--- src/rtl/bht_pkg.sv ---
// Package: shared types and helpers for the branch history table.
// Assumes two-bit history states whose codes are fixed by the requirements.
package bht_pkg;

    typedef enum logic [1:0] {
        H_NT_T = 2'b00,   // not taken, then taken
        H_T_NT = 2'b01,   // taken, then not taken
        H_TT   = 2'b10,   // taken twice
        H_NTNT = 2'b11    // not taken twice
    } hist_e;

    // Direction guessed from a history state.
    function automatic logic hist_predicts(hist_e h);
        return (h == H_TT) || (h == H_T_NT);
    endfunction

endpackage

--- src/rtl/bht_hist_fsm.sv ---
// Module: bht_hist_fsm
// Computes the history state to write on an update. On a hit it applies the
// two-disagreement transition rule. On a miss it seeds a fresh entry from the
// outcome. Purely combinational; assumes cur_i is only meaningful when hit_i is 1.
module bht_hist_fsm
    import bht_pkg::*;
(
    input  logic  hit_i,
    input  hist_e cur_i,
    input  logic  taken_i,
    output hist_e nxt_o
);

    // Select the next state from the current one and the resolved outcome.
    always_comb begin
        nxt_o = cur_i;
        if (!hit_i) begin
            nxt_o = taken_i ? H_TT : H_NTNT;
        end else begin
            unique case (cur_i)
                H_TT:    if (!taken_i) nxt_o = H_T_NT;
                H_T_NT:  nxt_o = taken_i ? H_TT : H_NTNT;
                H_NTNT:  if (taken_i)  nxt_o = H_NT_T;
                H_NT_T:  nxt_o = taken_i ? H_TT : H_NTNT;
                default: nxt_o = cur_i;
            endcase
        end
    end

endmodule

--- src/rtl/bht_table.sv ---
// Module: bht_table
// Direct-mapped storage: one valid bit, tag, history state and target per entry.
// Two combinational read ports (lookup and update side) and one write port.
// A write takes effect at the clock edge, so reads in the same cycle see old data.
// Only the valid bits are reset; the other fields are written before any use.
module bht_table
    import bht_pkg::*;
#(
    parameter int IDX_W = 4,
    parameter int TAG_W = 12,
    parameter int TGT_W = 16
) (
    input  logic             clk,
    input  logic             rst_n,
    // lookup read port
    input  logic [IDX_W-1:0] a_idx,
    input  logic [TAG_W-1:0] a_tag,
    output logic             a_hit,
    output hist_e            a_hist,
    output logic [TGT_W-1:0] a_tgt,
    // update-side read port
    input  logic [IDX_W-1:0] b_idx,
    input  logic [TAG_W-1:0] b_tag,
    output logic             b_hit,
    output hist_e            b_hist,
    // write port
    input  logic             wr_en,
    input  logic [IDX_W-1:0] wr_idx,
    input  logic [TAG_W-1:0] wr_tag,
    input  hist_e            wr_hist,
    input  logic [TGT_W-1:0] wr_tgt
);

    localparam int DEPTH = 1 << IDX_W;

    logic [DEPTH-1:0] valid_q;
    logic [TAG_W-1:0] tag_q  [DEPTH];
    hist_e            hist_q [DEPTH];
    logic [TGT_W-1:0] tgt_q  [DEPTH];

    // Valid bits: cleared by reset, set by any write.
    always_ff @(posedge clk) begin
        if (!rst_n) begin
            valid_q <= '0;
        end else if (wr_en) begin
            valid_q[wr_idx] <= 1'b1;
        end
    end

    // Entry fields: written whole on every accepted write, outside reset.
    always_ff @(posedge clk) begin
        if (rst_n && wr_en) begin
            tag_q[wr_idx]  <= wr_tag;
            hist_q[wr_idx] <= wr_hist;
            tgt_q[wr_idx]  <= wr_tgt;
        end
    end

    // Lookup port: tag compare and field read.
    assign a_hit  = valid_q[a_idx] && (tag_q[a_idx] == a_tag);
    assign a_hist = hist_q[a_idx];
    assign a_tgt  = tgt_q[a_idx];

    // Update port: tag compare and current history.
    assign b_hit  = valid_q[b_idx] && (tag_q[b_idx] == b_tag);
    assign b_hist = hist_q[b_idx];

endmodule

--- src/rtl/bht_predictor.sv ---
// Module: bht_predictor (top)
// Branch history table predictor. Lookup splits the fetch address into index
// and tag and returns hit, direction and target combinationally. An update
// either advances the history of a matching entry or allocates the entry.
// Assumes at most one update per cycle; a same-cycle lookup sees pre-update data.
module bht_predictor
    import bht_pkg::*;
#(
    parameter int ADDR_W = 16,
    parameter int IDX_W  = 4,
    parameter int TGT_W  = 16
) (
    input  logic              clk,
    input  logic              rst_n,
    input  logic [ADDR_W-1:0] lk_addr,
    output logic              lk_hit,
    output logic              lk_taken,
    output logic [TGT_W-1:0]  lk_target,
    input  logic              up_valid,
    input  logic [ADDR_W-1:0] up_addr,
    input  logic              up_taken,
    input  logic [TGT_W-1:0]  up_target
);

    localparam int TAG_W = ADDR_W - IDX_W;

    logic [IDX_W-1:0] lk_idx, up_idx;
    logic [TAG_W-1:0] lk_tag, up_tag;
    logic             lk_hit_raw;
    hist_e            lk_hist;
    logic [TGT_W-1:0] lk_tgt_raw;
    logic             up_hit;
    hist_e            up_hist;
    hist_e            up_hist_nxt;

    // Address split: low bits index, high bits tag.
    assign lk_idx = lk_addr[IDX_W-1:0];
    assign lk_tag = lk_addr[ADDR_W-1:IDX_W];
    assign up_idx = up_addr[IDX_W-1:0];
    assign up_tag = up_addr[ADDR_W-1:IDX_W];

    bht_table #(
        .IDX_W (IDX_W),
        .TAG_W (TAG_W),
        .TGT_W (TGT_W)
    ) u_table (
        .clk     (clk),
        .rst_n   (rst_n),
        .a_idx   (lk_idx),
        .a_tag   (lk_tag),
        .a_hit   (lk_hit_raw),
        .a_hist  (lk_hist),
        .a_tgt   (lk_tgt_raw),
        .b_idx   (up_idx),
        .b_tag   (up_tag),
        .b_hit   (up_hit),
        .b_hist  (up_hist),
        .wr_en   (up_valid),
        .wr_idx  (up_idx),
        .wr_tag  (up_tag),
        .wr_hist (up_hist_nxt),
        .wr_tgt  (up_target)
    );

    bht_hist_fsm u_fsm (
        .hit_i   (up_hit),
        .cur_i   (up_hist),
        .taken_i (up_taken),
        .nxt_o   (up_hist_nxt)
    );

    // Lookup outputs: direction and target forced low on a miss.
    assign lk_hit    = lk_hit_raw;
    assign lk_taken  = lk_hit_raw && hist_predicts(lk_hist);
    assign lk_target = lk_hit_raw ? lk_tgt_raw : '0;

endmodule

--- config.mk ---
export PLATFORM = sky130hd
export DESIGN_NAME = bht_predictor
export DESIGN_NICKNAME = d
export VERILOG_FILES = /design/src/rtl/bht_pkg.sv /design/src/rtl/bht_hist_fsm.sv /design/src/rtl/bht_table.sv /design/src/rtl/bht_predictor.sv
export SDC_FILE = /design/constraint.sdc
export NUM_CORES = 1
export LEC_CHECK = 0
export BUFFER_PORTS_ARGS = -buffer_cell sky130_fd_sc_hd__clkbuf_2
export CAP_MARGIN = 20
export CELL_PAD_IN_SITES_DETAIL_PLACEMENT = 1
export CELL_PAD_IN_SITES_GLOBAL_PLACEMENT = 2
export CORE_ASPECT_RATIO = 0.8
export CORE_MARGIN = 2
export CORE_UTILIZATION = 45
export CTS_CLUSTER_SIZE = 10
export DETAILED_ROUTE_END_ITERATION = 10
export GPL_TIMING_DRIVEN = 0
export PLACE_DENSITY_LB_ADDON = 0.1
export REMOVE_ABC_BUFFERS = 1
export SLEW_MARGIN = 0
export SYNTH_ARGS = -nofsm -noshare
export SYNTH_HDL_FRONTEND = slang
export SYNTH_SLANG_ARGS = --single-unit
--- constraint.sdc ---
create_clock -name clk -period 4.4 [get_ports clk]
set_clock_uncertainty 0.2 [all_clocks]
set_input_delay 0.22 -clock clk [delete_from_list [all_inputs] [get_ports clk]]
set_output_delay 0.22 -clock clk [all_outputs]
set_load 0.05 [all_outputs]
[Word-level counts from Yosys, hierarchy flattened]
Memory sizes are Yosys's and may differ from the RTL's.
Cells that the tools add are included.
Storage, ports and cells
  bits in writable memories: 480
  bits of input ports: 52
  register bits after elaboration: 16
  bits in latches: 0
  memories kept: 3
  memory bits (read-only): 0
  word-level logic and storage cells: 37
  output and inout port bits: 18
Memory list
  u_table.tgt_q: depth 16, bits a word 16, read ports 1, clocked after Yosys merged registers in 0, wr ports 1, line bht_table.sv:39  | logic [TGT_W-1:0] tgt_q [DEPTH];
  u_table.tag_q: depth 16, bits a word 12, read ports 2, clocked after Yosys merged registers in 0, wr ports 1, line bht_table.sv:37  | logic [TAG_W-1:0] tag_q [DEPTH];
  u_table.hist_q: depth 16, bits a word 2, read ports 2, clocked after Yosys merged registers in 0, wr ports 1, line bht_table.sv:38  | hist_e hist_q [DEPTH];
Cells by class
  multiplexer cells: 14
  multiply operators: 0
  reduce and logical (&&, ||, !) cells: 8
  add/subtract/negate cells: 0
  order comparisons: 3
  divide/modulo/power cells: 0
  equal/unequal tests: 7
  bitwise logic cells: 1
  shifts and indexed selects: 0
Operators with widths (number)
  $eq A12 B12 Y1: 2
  $mux W16: 1
  $or A16 B16 Y16: 1
  $lt A4 B5 Y1 const B: 2
  $bmux W1 S4: 2
  $eq A2 B2 Y1 const B: 3
  $mux W1: 6
  $mux W2: 3
  $pmux W2 S3: 1
  $logic_and A1 B1 Y1: 5
  $demux W1 S4: 1
  $eq A2 B1 Y1 const B: 2
  $ge A4 B1 Y1 const B: 1
  $logic_not A2 Y1: 1
  $reduce_or A2 Y1: 1
  $logic_or A1 B1 Y1: 1

[Depth between registers and ports, before layout]
Gate-level depths: netlist of run 1.
  depth in word-level cells: 5
  depth in mapped cells: 11
  mapped depth without buffers: 6

[Modules after synthesis]
From an unflattened synthesis of run 1, not the netlist that was laid out.
Second synthesis, totals
  cells, all modules: 993
  area total of the unflattened synthesis: 21174.1 sq um
By module, submodules not included
  bht_table: seq. area each 14734.1 sq um, area each 21013.9 sq um, times used 1, cells an instance 971
  bht_predictor: seq. area each 0.0 sq um, area each 142.6 sq um, times used 1, cells an instance 19
  bht_hist_fsm: seq. area each 0.0 sq um, area each 17.5 sq um, times used 1, cells an instance 3

[Least setup slack after synthesis of run 1]
No wires, ideal clock.
  path kind: in2reg
  start: in up_addr[1]
  end: mem u_table.hist_q[0][0] in the netlist's numbering, enable pin
  path slack: 0.087 ns
  path buffers: 5
  data required time: 3.743 ns
  arrival: 3.656 ns
  stages: 7
  library setup time: 0.457 ns
  path through: buf_2 -> buf_2 -> buf_2 -> buf_2 -> buf_2 -> or3_1 -> nor3_1
RTL lines
  start: declaration: line bht_predictor.sv:20  | input logic [ADDR_W-1:0] up_addr,
  end: declaration: line bht_table.sv:38
No word-level cell before the write port.

[Worst setup path after layout of run 1]
  start: in lk_addr[0]
  end: out lk_taken
Between the ends
  cells in the longest elaborated chain, start to end: 4
  elaborated cells on any way between the ends: 10
  classes of those cells: eq/ne: 3; mux: 2; reduce/logical: 3; memory: 2
Ends and longest elaborated chain
  start: declaration: line bht_predictor.sv:15  | input logic [ADDR_W-1:0] lk_addr,
  $mem_v2 Z16 W12 (tied with other cells)
  $eq A12 B12 Y1 (tied with other cells): line bht_table.sv:60  | assign a_hit = valid_q[a_idx] && (tag_q[a_idx] == a_tag);
  $logic_and A1 B1 Y1 or $logic_or A1 B1 Y1 (tied branches): line bht_table.sv:60, bht_pkg.sv:14
  $logic_and A1 B1 Y1 (*): line bht_predictor.sv:74  | assign lk_taken = lk_hit_raw && hist_predicts(lk_hist);
  end: declaration: line bht_predictor.sv:17  | output logic lk_taken,
Every way passes the cells marked *; elsewhere a longest branch is shown, timed or not. The select of a mux whose other input is x is not followed.

==> results of run 1 <==
[layout make-up]
| type | count | area, µm² |
|---|---|---|
| fill | 4040 | 22000 |
| sequential | 496 | 14700 |
| multi-input combinational | 405 | 6300 |
| timing repair buffer | 149 | 1610 |
| clock buffer | 71 | 1470 |
| tap | 620 | 776 |
| clock inverter | 4 | 52.6 |
| inverter | 1 | 3.75 |
[metal layers]
layer / GRT usage / share of wire / vias up
met2: 0.367 / 0.49 / 279
li1: - / - / 4486
met1: 0.330 / 0.45 / 5838
met5: 0 / 0 / -
met3: 0.0348 / 0.049 / 62
met4: 0.0534 / 0.016 / 0
[Yosys cell counts (all sizes together)]
library cell  number  area [µm²]
a211o              1        8.76
a21o              16         120
a21oi              2        10.0
a221oi             3        26.3
a22o               2        17.5
a22oi              4        30.0
a311oi             2        35.0
a31oi              2        12.5
and2               1        7.51
and2b              2        16.3
and3               2        12.5
and4               1        8.76
buf               39         287
clkbuf            23         166
dfxtp             16         320
edfxtp           480       14400
inv                1        3.75
mux2               4        45.0
mux2i             22         220
mux4             205        4700
nand2             16        60.1
nand2b             2        12.5
nand3             27         135
nand3b             1        7.51
nand4              4        40.0
nor2              19        71.3
nor2b              3        18.8
nor3               5        25.0
nor4              21         209
o211ai             5        42.5
o21ai              4        20.0
o221ai             2        17.5
o311ai             2        17.5
or3                1        6.26
or3b               1        8.76
xnor2             13         114
xor2              10        87.6
[worst paths after layout]
check	start	slack, ps	cells past startpoint	end
worst max register to register	u_table.tag_q[6][2]	1310	7	u_table.hist_q[4][1]
worst min-delay path	up_taken	30	2	u_table.hist_q[12][0]
worst max-delay path	lk_addr[0]	260	10	lk_taken
worst min register to register	u_table.valid_q[0]	280	1	u_table.valid_q[0]
[worst reg2reg max path, stage by stage, from the launching register on]
cell and delay [ps]:
sky130_fd_sc_hd__edfxtp_1 390, sky130_fd_sc_hd__mux4_2 490, sky130_fd_sc_hd__mux4_2 480, sky130_fd_sc_hd__xor2_1 150
sky130_fd_sc_hd__nor4_1 260, sky130_fd_sc_hd__buf_2 210, sky130_fd_sc_hd__nand4_1 90, sky130_fd_sc_hd__a211o_1 470
[cells by family after synthesis]
kind of cell,Yosys count,synth area share
and+or+nand+nor,106,0.0299
AOI/OAI and AO/OA,45,0.0168
muxes,231,0.232
xor gates and xnor gates,23,0.00943
buffers and inverters,63,0.0214
DFF,496,0.690
[sequential cells by signal, indices dropped and copies added (netlist names)]
| register | cells |
|---|---|
| u_table.valid_q | 16 |
| u_table.tag_q | 192 |
| u_table.tgt_q | 256 |
| u_table.hist_q | 32 |
[power by group]
part | switching [W] | leakage [nW] | internal [W] | total [W]
combinational | 0.000397 | 2.83 | 0.000334 | 0.000732
clock | 0.00176 | 0.735 | 0.00230 | 0.00406
sequential | 0.0000197 | 4.50 | 0.00524 | 0.00526
total | 0.00218 | 8.07 | 0.00787 | 0.0101
[metrics by stage]
step	power [W]	instances
global placement	0.00605	1591
CTS	0.0102	1744
finish	0.0101	1746
global route	0.0104	1746
floorplan	0.00569	902
detailed placement	0.00606	1638
[timing repair]
action,CTS,global route
setup endpoints to repair,3,0
hold buffers,29,0
setup buffers,2,0
hold endpoints to repair,464,0
resized for setup,1,0
==> results.md, run 1 <==
Clock network:
- The number of sinks handled by clock tree synthesis is between 400 and 500.
- No sink is reached through more buffers than the 3 on the longest clock path.
- TritonCTS built the clock tree.
- CTS built an H-tree with a depth of 2.
- After clock tree synthesis, the clock-pin slew on the worst setup and hold paths is ~60 ps.
- The later-pin clock latency in the skew report is between 600 and 700 ps.
- The clock tree root driver cell is sky130_fd_sc_hd__clkbuf_16.
- The number of clock buffers added by TritonCTS is 56.

Global routing:
- Entering global routing, the biggest net connects 91 pins.
- The number of global-route vias before repair is 11400.
- The number of antenna violations at the first check in global routing is 0.
- The global router's overall resource usage is 0.228.
- The overall overflow remaining after global route is 0.
- The first global-routing pass estimated around 80000 µm of wire.

Floorplanning:
- The total core area is about 0.047 mm².
- From left edge to right edge, the die measures between 200 and 250 µm.
- The initial core utilization is 0.455.
- The floorplan step defined a die boundary enclosing 0.0492 mm².
- The height of the die is 199 µm.
- During I/O placement, the number of pins put on the boundary was 70.
- The initialized floorplan defines 71 standard-cell rows.

Cells and area:
- The diode insertion count for antenna repair is 0.
- Once layout is done, the placed cells without fillers occupy approximately 0.025 mm².
- In the final layout, the share of cells above drive strength 1 is 0.357.
- The core occupancy in the finished layout is 0.532.
- The library cell used most frequently in the layout, excluding fill and tap cells, is sky130_fd_sc_hd__edfxtp_1.
- The library cells used most frequently in the layout, excluding fill and tap cells, are 480 x sky130_fd_sc_hd__edfxtp_1, 183 x sky130_fd_sc_hd__mux4_2, 63 x sky130_fd_sc_hd__clkbuf_2.
- The layout overhead on the synthesized area is 16.8%.
- At the end of the flow, the number of nets in the layout was 1161.

Hold path:
- The worst hold path belongs to the class in -> reg.

Pwr:
- In this run the static leakage power is between 8 and 9 nW.
- IR analysis of the VDD net gives a maximum drop of approximately 0.00028 V.
- Dividing total power by cell area gives a power density of approximately 400 mW/mm².

Timing:
- The shortest clock period the worst path allows after layout is just over 4000 ps.
- The final setup TNS is 0 ps.
- The number of endpoints failing setup at the final stage is 0.
- The worst hold slack is approximately 30 ps.
- The fmax is between 200 and 250 MHz.
- The final worst-path setup slack is around 260 ps.
- The final number of hold-violating endpoints was 0.
- In the finished design, the share of the clock period the worst path needs comes to 0.941.
- The worst pin sits at a relative slew slack of 0.302.
- Setup repair after global routing left no endpoint under its margin.
- The number of pins with negative max-slew slack in the final report is 0.
- The transition time of the tightest slew-check pin is 1050 ps.

Critical path:
- The worst stage delay on the critical path is 650 ps.
- The critical path class is in -> out.
- Walking the worst path, the cells encountered are clkbuf_8 -> buf_16 -> mux4_1 -> a22oi_1 -> a21oi_1 -> nor4_4 -> buf_8 -> nand3_1 -> nor4_2 -> clkbuf_2.
- The launching element type of the critical path is an input pin.
- The worst setup path is captured at an output port.
- The family of cells with the greatest summed delay on the critical path is buffers and inverters.
- The peak fanout along the critical path is 54.
- Together, buffers and inverters on the worst path number 4.
- For the worst setup path, the data arrival time is about 3700 ps.
- The largest individual stage delay along the critical path comes from the cell sky130_fd_sc_hd__mux4_1.
- The required time of the critical path is 3980 ps.

Place:
- The count of buffers from port buffering is 69.
- The HPWL after detailed placement is approximately 33000 µm.
- OpenSTA, run right after detailed placement, puts the worst setup slack at -145 ps.
- The final weighted congestion in routability-driven placement is 0.704.
- Summing all placed instances gives a cell area of roughly 0.023 mm².

Detailed routing:
- After the first detailed-routing iteration, the DRC count stood at roughly 840.
- The residual antenna-violating net count after detailed routing is 0.
- The total number of vias is around 11000.
- In the routed layout, each cell is associated on average with a via count of ~6.
- In the final routed layout, each cell accounts on average for between 30 and 40 µm.
- For this run, the detailed router's first-pass iteration total came to 5.
- The wire length reported by the detailed router is around 54000 µm.
- The remaining design rule violation count is 0.

Run status:
- The run finished with clean final reports.

Synthesis:
- The synthesis warning total is 0.
- The fraction of the yosys area taken by sequential cells is 0.690.
- The synthesis-stage register bit count is between 400 and 500.
- The number of different library cells used by synthesis comes to 50.
- A synthesized cell averages about 22 µm².
- In the synthesized netlist, the number of instances is roughly 960.
- The cell area after synthesis is 0.0214 mm².

Flow run:
- Across the run, the number of max-cap violations was 0.
(Power assumes the default switching activity.)
==> inputs of run 2 (changes only) <==
- HOLD_SLACK_MARGIN: not set -> 0.08
==> run 2 against run 1 <==
Worst hold slack improved by 200 ps. Die area unchanged. Sequential cell count is the same. Critical path depth is the same. Critical path type unchanged. Largest cell class unchanged. Largest power group unchanged.
==> results.md, run 2 (synthesis gave the netlist of run 1 again) <==
Cells and area:
- In the layout the commonest cells are 480 x sky130_fd_sc_hd__edfxtp_1, 183 x sky130_fd_sc_hd__mux4_2, 63 x sky130_fd_sc_hd__clkbuf_2.
- The count of cells in the finished layout, fillers not included, comes to 1747.
- More flip-flops sit in one register than any other, and that register is u_table.tgt_q.
- The most common cell after layout, fill and taps aside is sky130_fd_sc_hd__edfxtp_1.
- Fill cells in the final layout number ~4000.
- 0 antenna diodes ended up in the layout.
- From synthesis to final layout, the design area changed by 16.9%.
- The final layout net count is between 1000 and 1500.
- In the final layout, the registers with the most flip-flops are u_table.tgt_q: 256 flops, u_table.tag_q: 192 flops, u_table.hist_q: 32 flops.
- The register with the most flip-flops in the layout has 256 of them.
- The layout cell share with drive strength beyond 1 is 0.357.

Place:
- The HPWL after detailed placement is 32600 µm.
- OpenSTA, run right after detailed placement, puts the worst setup slack at -145 ps.
- The count of buffers from port buffering is 69.
- The final weighted congestion in routability-driven placement is between 0.7 and 0.8.
- Including well taps, the total number of placed cells is approximately 1600.

Clock network:
- The tree built by TritonCTS fans out to roughly 500 sinks.
- The clock tree root driver cell is sky130_fd_sc_hd__clkbuf_16.
- In this run the number of H-tree levels came out at 2.
- For the worst-skew pair, the clock arrives at the later sink with an insertion delay of between 600 and 700 ps.
- In this run, CTS created clock tree buffers numbering 56.
- The CTS tree is yes.
- The clock slew seen by the registers of the worst setup and hold paths is ~60 ps.
- In this run the deepest clock path goes through 3 buffers.

Floorplanning:
- After floorplanning, the core was sized to cover roughly 0.047 mm².
- After floorplanning, the core was divided into 71 placement rows.
- For this configuration, the core starts out at a cell density of 0.455.
- The number of I/O pins is 70.
- The height of the die is 199 µm.
- The die is between 200 and 250 µm wide.
- The die area is approximately 0.049 mm².

Timing:
- The shortest clock period the worst path allows after layout is 4170 ps.
- The final number of hold-violating endpoints was 0.
- The number of endpoints failing setup at the final stage is 0.
- Setup repair after global routing left no endpoint under its margin.
- The fmax is roughly 240 MHz.
- The number of pins with negative max-slew slack in the final report was 0.
- The worst hold slack is about 240 ps.
- For the pin with the worst max-slew slack, the measured transition is ~1000 ps.
- Measured against its own limit, the worst slew margin works out to 0.315.
- Dividing the final minimum period by the clock period gives 0.949.
- Once routing completed, OpenROAD measured the worst setup slack at 226 ps.

Run status:
- The flow ran to the end, and the final reports show no timing, DRC or antenna violations.

Detailed routing:
- The average detailed-routed wire length per instance is between 30 and 40 µm.
- The remaining design rule violation count is 0.
- The detail route stage leaves a number of antenna-violating nets equal to 0.
- The sum of routed wire segments on met1 is about 24000 µm.
- The routed layout has between 10000 and 15000 vias.
- The detailed-route vias per instance is roughly 6.1.
- Wires add up to 54000 µm.
- Wire segments on met3 add up to between 2000 and 2500 µm in the final route.
- The first-pass iteration count of the detailed router is 4.
- The total length of routed met2 wires is between 20000 and 30000 µm.
- The detailed router finished its first iteration with 842 violations.
- After detailed routing, no signal wire sits above met4.

Critical path:
- For the worst flop-to-flop path, the logic depth is 7.
- The endpoint identified for the worst register-to-register timing path is u_table.hist_q[4][1].
- STA puts the critical path data arrival time at about 3800 ps.
- The worst setup path is captured at an output port.
- The peak fanout along the critical path is 54.
- The largest individual stage delay along the critical path comes from the cell sky130_fd_sc_hd__nor4_4.
- The family of cells with the greatest summed delay on the critical path is buffers and inverters.
- The worst setup path is of the in -> out kind.
- The largest single stage delay on the critical path is 660 ps.
- The signal on the critical path passes through clkbuf_8 -> buf_16 -> mux4_1 -> a22oi_1 -> a21oi_1 -> nor4_4 -> buf_8 -> nand3_1 -> nor4_2 -> clkbuf_2.
- The worst flop-to-flop path startpoint is u_table.tag_q[14][9].
- Data on the critical path is required at its endpoint by between 3000 and 4000 ps.
- The worst reg-to-reg setup slack is around 1300 ps.
- The launching element type of the critical path is an input pin.
- The critical path buffer and inverter count is 4.

Global routing:
- Global routing finished with a remaining overflow of 0.
- The number of antenna violations at the first check in global routing came to 0.
- The number of global-route vias before repair was around 11000.
- For this run, the total global-route usage over all layers was measured as 0.228.
- The pin count of the biggest net entering global routing is between 90 and 100.
- The first global-routing pass estimated about 80000 µm of wire.

Pwr:
- The total chip power is 0.0101 W.
- The worst supply voltage drop on vdd is about 0.00028 V.
- The leakage component of the power is between 8 and 9 nW.
- The total power density per cell area is around 400 mW/mm².

Hold path:
- The number of instances on the worst hold path is 3.
- The worst hold path terminates at u_table.tag_q[3][3].
- The startpoint identified for the worst hold timing path is up_valid.
- The path class of the tightest hold or removal check is in -> reg.

Flow run:
- The max-cap check violation count is 0.
## run 2: changes by cell type in the layout (fill, tap and decap cells not counted), sizes merged
cell,change
dlygate4sd3,+1
## run 2: worst max-delay path by stage
| stage | slack, ps | from | endpoint | cells after the start |
|---|---|---|---|---|
| after floorplan | 560 | u_table.tag_q[13][4] | lk_taken | 6 |
| after global placement | -4560 | up_addr[0] | u_table.tgt_q[1][2] | 3 |
| after detailed placement | -140 | lk_addr[0] | lk_taken | 9 |
| after CTS | 190 | lk_addr[0] | lk_taken | 10 |
| after global routing | 40 | lk_addr[0] | lk_taken | 10 |
| final | 230 | lk_addr[0] | lk_taken | 10 |
## run 2: report_power, final
part / leakage (nW) / internal [W] / total [W] / switching, W
Combinational: 2.84 / 0.000335 / 0.000734 / 0.000399
Sequential: 4.50 / 0.00524 / 0.00526 / 0.0000197
Clock: 0.735 / 0.00230 / 0.00406 / 0.00176
## run 2: tightest hold or removal path, cell delays in order
cell and delay [ps]:
sky130_fd_sc_hd__clkbuf_2 120, sky130_fd_sc_hd__nand4_1 310, sky130_fd_sc_hd__nor3_2 190
## run 2: area by class of cell
cell class	instances	area, µm²	share of cell area
tap	620	776	0.0311
clock inverter	4	52.6	0.00211
sequential	496	14700	0.590
clock buffer	71	1470	0.0588
multi-input combinational	405	6300	0.252
inverter	1	3.75	0.000150
timing repair buffer	150	1620	0.0650
## run 2: repair_timing
item | CTS | global route
buffers inserted | 2 | 0
endpoints found under the setup margin | 3 | 0
hold endpoints to repair | 480 | 0
resized for setup | 1 | 0
hold buffers | 30 | 0
## run 2: through the flow
stage           util  TNS [ps]  area, µm²
4_1_cts        0.531         0      24900
3_5_place_dp   0.492      -268      23100
6_report       0.532         0      25000
3_3_place_gp   0.470  -1443260      22000
2_1_floorplan      -         0      20900
5_1_grt        0.532         0      25000
## run 2: routing by layer
metal,GRT usage,vias up
li1,-,4492
met1,0.330,5848
met2,0.367,254
met3,0.0348,62
met4,0.0534,0
met5,0,-
==> inputs of run 3 (changes only) <==
- CORE_UTILIZATION: 45 -> 54
- GPL_TIMING_DRIVEN: 0 -> not set
- clock period: 4.4 -> 5.2 ns (I/O delays scaled with it)
==> run 3 against run 2 <==
Worst setup slack gained 770 ps. Cell area decreased by 2.9%. Power fell by 16%. Combinational power shrank 19%. Clock-buffer cell count down 5. Largest cell class unchanged. Largest power group unchanged.
==> results.md, run 3 (synthesis gave the netlist of run 1 again) <==
Global routing:
- The global router's overall resource usage is 0.276.
- The number of antenna violations at the first check in global routing came to 0.
- Summed over all layers, the global routing overflow is 0.
- The number of global-route vias before repair is 11800.
- The wire length of the first global-routing pass is 80700 µm.
- The pin count of the biggest net entering global routing is 76.

Timing:
- For the pin with the worst max-slew slack, the measured transition is 1090 ps.
- The worst hold slack is about 280 ps.
- The final cycle utilization of the critical path is 0.808.
- The shortest clock period the worst path allows after layout is between 4000 and 5000 ps.
- In this run the tightest slew margin relative to its limit is 0.270.
- The final number of hold-violating endpoints is 0.
- Setup repair after global routing left no endpoint under its margin.
- The final worst-path setup slack is approximately 1000 ps.
- The final setup TNS is 0 ps.
- The fmax is approximately 240 MHz.
- The number of endpoints failing setup at the final stage is 0.
- The number of pins with negative max-slew slack in the final report is 0.

Floorplanning:
- The total core area is a little under 0.04 mm².
- The die area is a little over 0.04 mm².
- The floorplan step set the die height to 182 µm.
- The initial core utilization is 0.545.
- The number of I/O pins is 70.
- The standard-cell row count is between 60 and 70.
- The die extent in x is 226 µm.

Critical path:
- Together, buffers and inverters on the worst path number 1.
- The worst stage delay on the critical path is 660 ps.
- The signal on the critical path passes through mux4_2 -> a22o_1 -> a221oi_1 -> xor2_1 -> nand4_4 -> nor4_1 -> clkbuf_2.
- The critical path class is reg -> out.
- STA classifies the critical path startpoint as a flip-flop.
- The family of cells with the greatest summed delay on the critical path is simple AND/OR/NAND/NOR gates.
- The critical path starts at u_table.tag_q[10][2].
- For this design, the slowest cell found on the critical path is sky130_fd_sc_hd__nor4_1.
- The worst flop-to-flop path startpoint is u_table.tag_q[10][2].
- Data on the critical path arrives at its endpoint at 3740 ps.
- STA puts the critical path data required time at 4740 ps.
- The critical path endpoint category is an output port.
- Along the worst path, the maximum fanout reaches 11.

Place:
- At the end of routability-driven placement, the weighted congestion stood at around 0.76.
- The count of buffers from port buffering is 69.
- The HPWL after detailed placement is 32200 µm.
- OpenSTA, run right after detailed placement, puts the worst setup slack at between 900 and 1000 ps.

Cells and area:
- The largest registers in the layout are u_table.tgt_q: 256 flops, u_table.tag_q: 192 flops, u_table.hist_q: 32 flops.
- The layout overhead on the synthesized area is 13.4%.
- Leaving out fill and tap cells, the most frequent cells in the layout are 480 x sky130_fd_sc_hd__edfxtp_1, 183 x sky130_fd_sc_hd__mux4_2, 64 x sky130_fd_sc_hd__clkbuf_2.
- The final layout net count is 1157.
- The diode insertion count for antenna repair is 0.
- The register with the most flip-flops in the layout has 256 of them.
- Leaving out fill and tap cells, the most frequent cell in the layout is sky130_fd_sc_hd__edfxtp_1.
- The top register by number of flip-flops is u_table.tgt_q.
- Of the cells placed in the final design, the portion with a size suffix greater than 1 is 0.354.
- The core occupancy in the finished layout is 0.618.

Pwr:
- For this design the static power due to leakage is slightly below 8 nW.
- IR analysis of the VDD net gives a maximum drop of ~0.00028 V.
- The total power density per cell area is 348 mW/mm².
- After layout, the design draws a total of ~0.0084 W.

Flow run:
- Max-cap violations in this run came to 0.

Hold path:
- The classification of the worst-slack hold path is reg -> reg.
- The startpoint of the most critical hold path is u_table.valid_q[10].

Clock network:
- Post-CTS timing repair inserted 0 buffers for setup.
- The post-cts resize count is 0.
- The number of sinks handled by clock tree synthesis is around 500.
- In this run the clock root is driven by a sky130_fd_sc_hd__clkbuf_16.
- The total clock buffers created by CTS is between 50 and 60.
- The number of buffers between clock root and the deepest sink is 3.
- The later pin in the worst-skew pair is clocked with a latency of about 600 ps.
- TritonCTS built the clock tree.
- Clock-pin slew was measured on the worst setup and hold paths at 50 ps.
- The total number of H-tree levels is 2.

Detailed routing:
- The wire length reported by the detailed router is between 50000 and 60000 µm.
- Before antenna repair, the detailed router went through 5 iterations.
- The detailed router placed around 11000 vias in this run.
- The number of violations reported at the end of detailed-routing iteration 0 is about 1300.
- The detail route stage leaves a number of antenna-violating nets equal to 0.
- The average detailed-routed wire length per instance is 33.0 µm.
- Using the TritonRoute via totals, the vias-per-cell ratio works out to between 6 and 7.
- The remaining design rule violation count is 0.

Run status:
- The flow ran to the end, and the final reports show no timing, DRC or antenna violations.
[run 3: cell types whose count changed in the layout (fill, tap and decap cells not counted), sizes merged]
cell / change
clkbuf: -10
clkinvlp: -1
buf: +1
clkinv: -1
inv: +1
[run 3: routing by layer]
layer	GRT usage	part of all wire	wire, µm	vias up
met3	0.0469	0.071	3880	90
li1	-	-	-	4479
met1	0.413	0.43	23500	6109
met5	0	0	0	-
met4	0.0682	0.021	1160	0
met2	0.429	0.48	26100	475
[run 3: report_power, final]
part           switching (W)  internal (W)  total, W
combinational       0.000333      0.000262  0.000595
clock                0.00149       0.00191   0.00339
sequential         0.0000182       0.00443   0.00445
[run 3: path summary, 6_finish.rpt]
| check | cells past startpoint | slack [ps] | end |
|---|---|---|---|
| max | 7 | 1000 | lk_taken |
| max reg2reg | 7 | 1680 | u_table.hist_q[9][1] |
| min reg2reg | 1 | 280 | u_table.valid_q[10] |
| min | 1 | 280 | u_table.valid_q[10] |
[run 3: per-stage QoR]
step | instances | area, µm²
finish | 1653 | 24200
global route | 1653 | 24200
CTS | 1652 | 24200
detailed placement | 1553 | 22400
global placement | 1553 | 22400
floorplan | 902 | 20900
[run 3: repair_timing]
item / CTS / global route
endpoints found under the hold margin: 480 / 0
endpoints found under the setup margin: 0 / 0
hold buffers: 30 / 0
[run 3: layout make-up]
cell class	count	area, µm²
Clock buffer	66	1430
Clock inverter	3	48.8
Sequential cell	496	14700
Fill cell	3214	15000
Inverter	1	3.75
Tap cell	536	671
Timing Repair Buffer	146	1060
Multi-Input combinational cell	405	6280
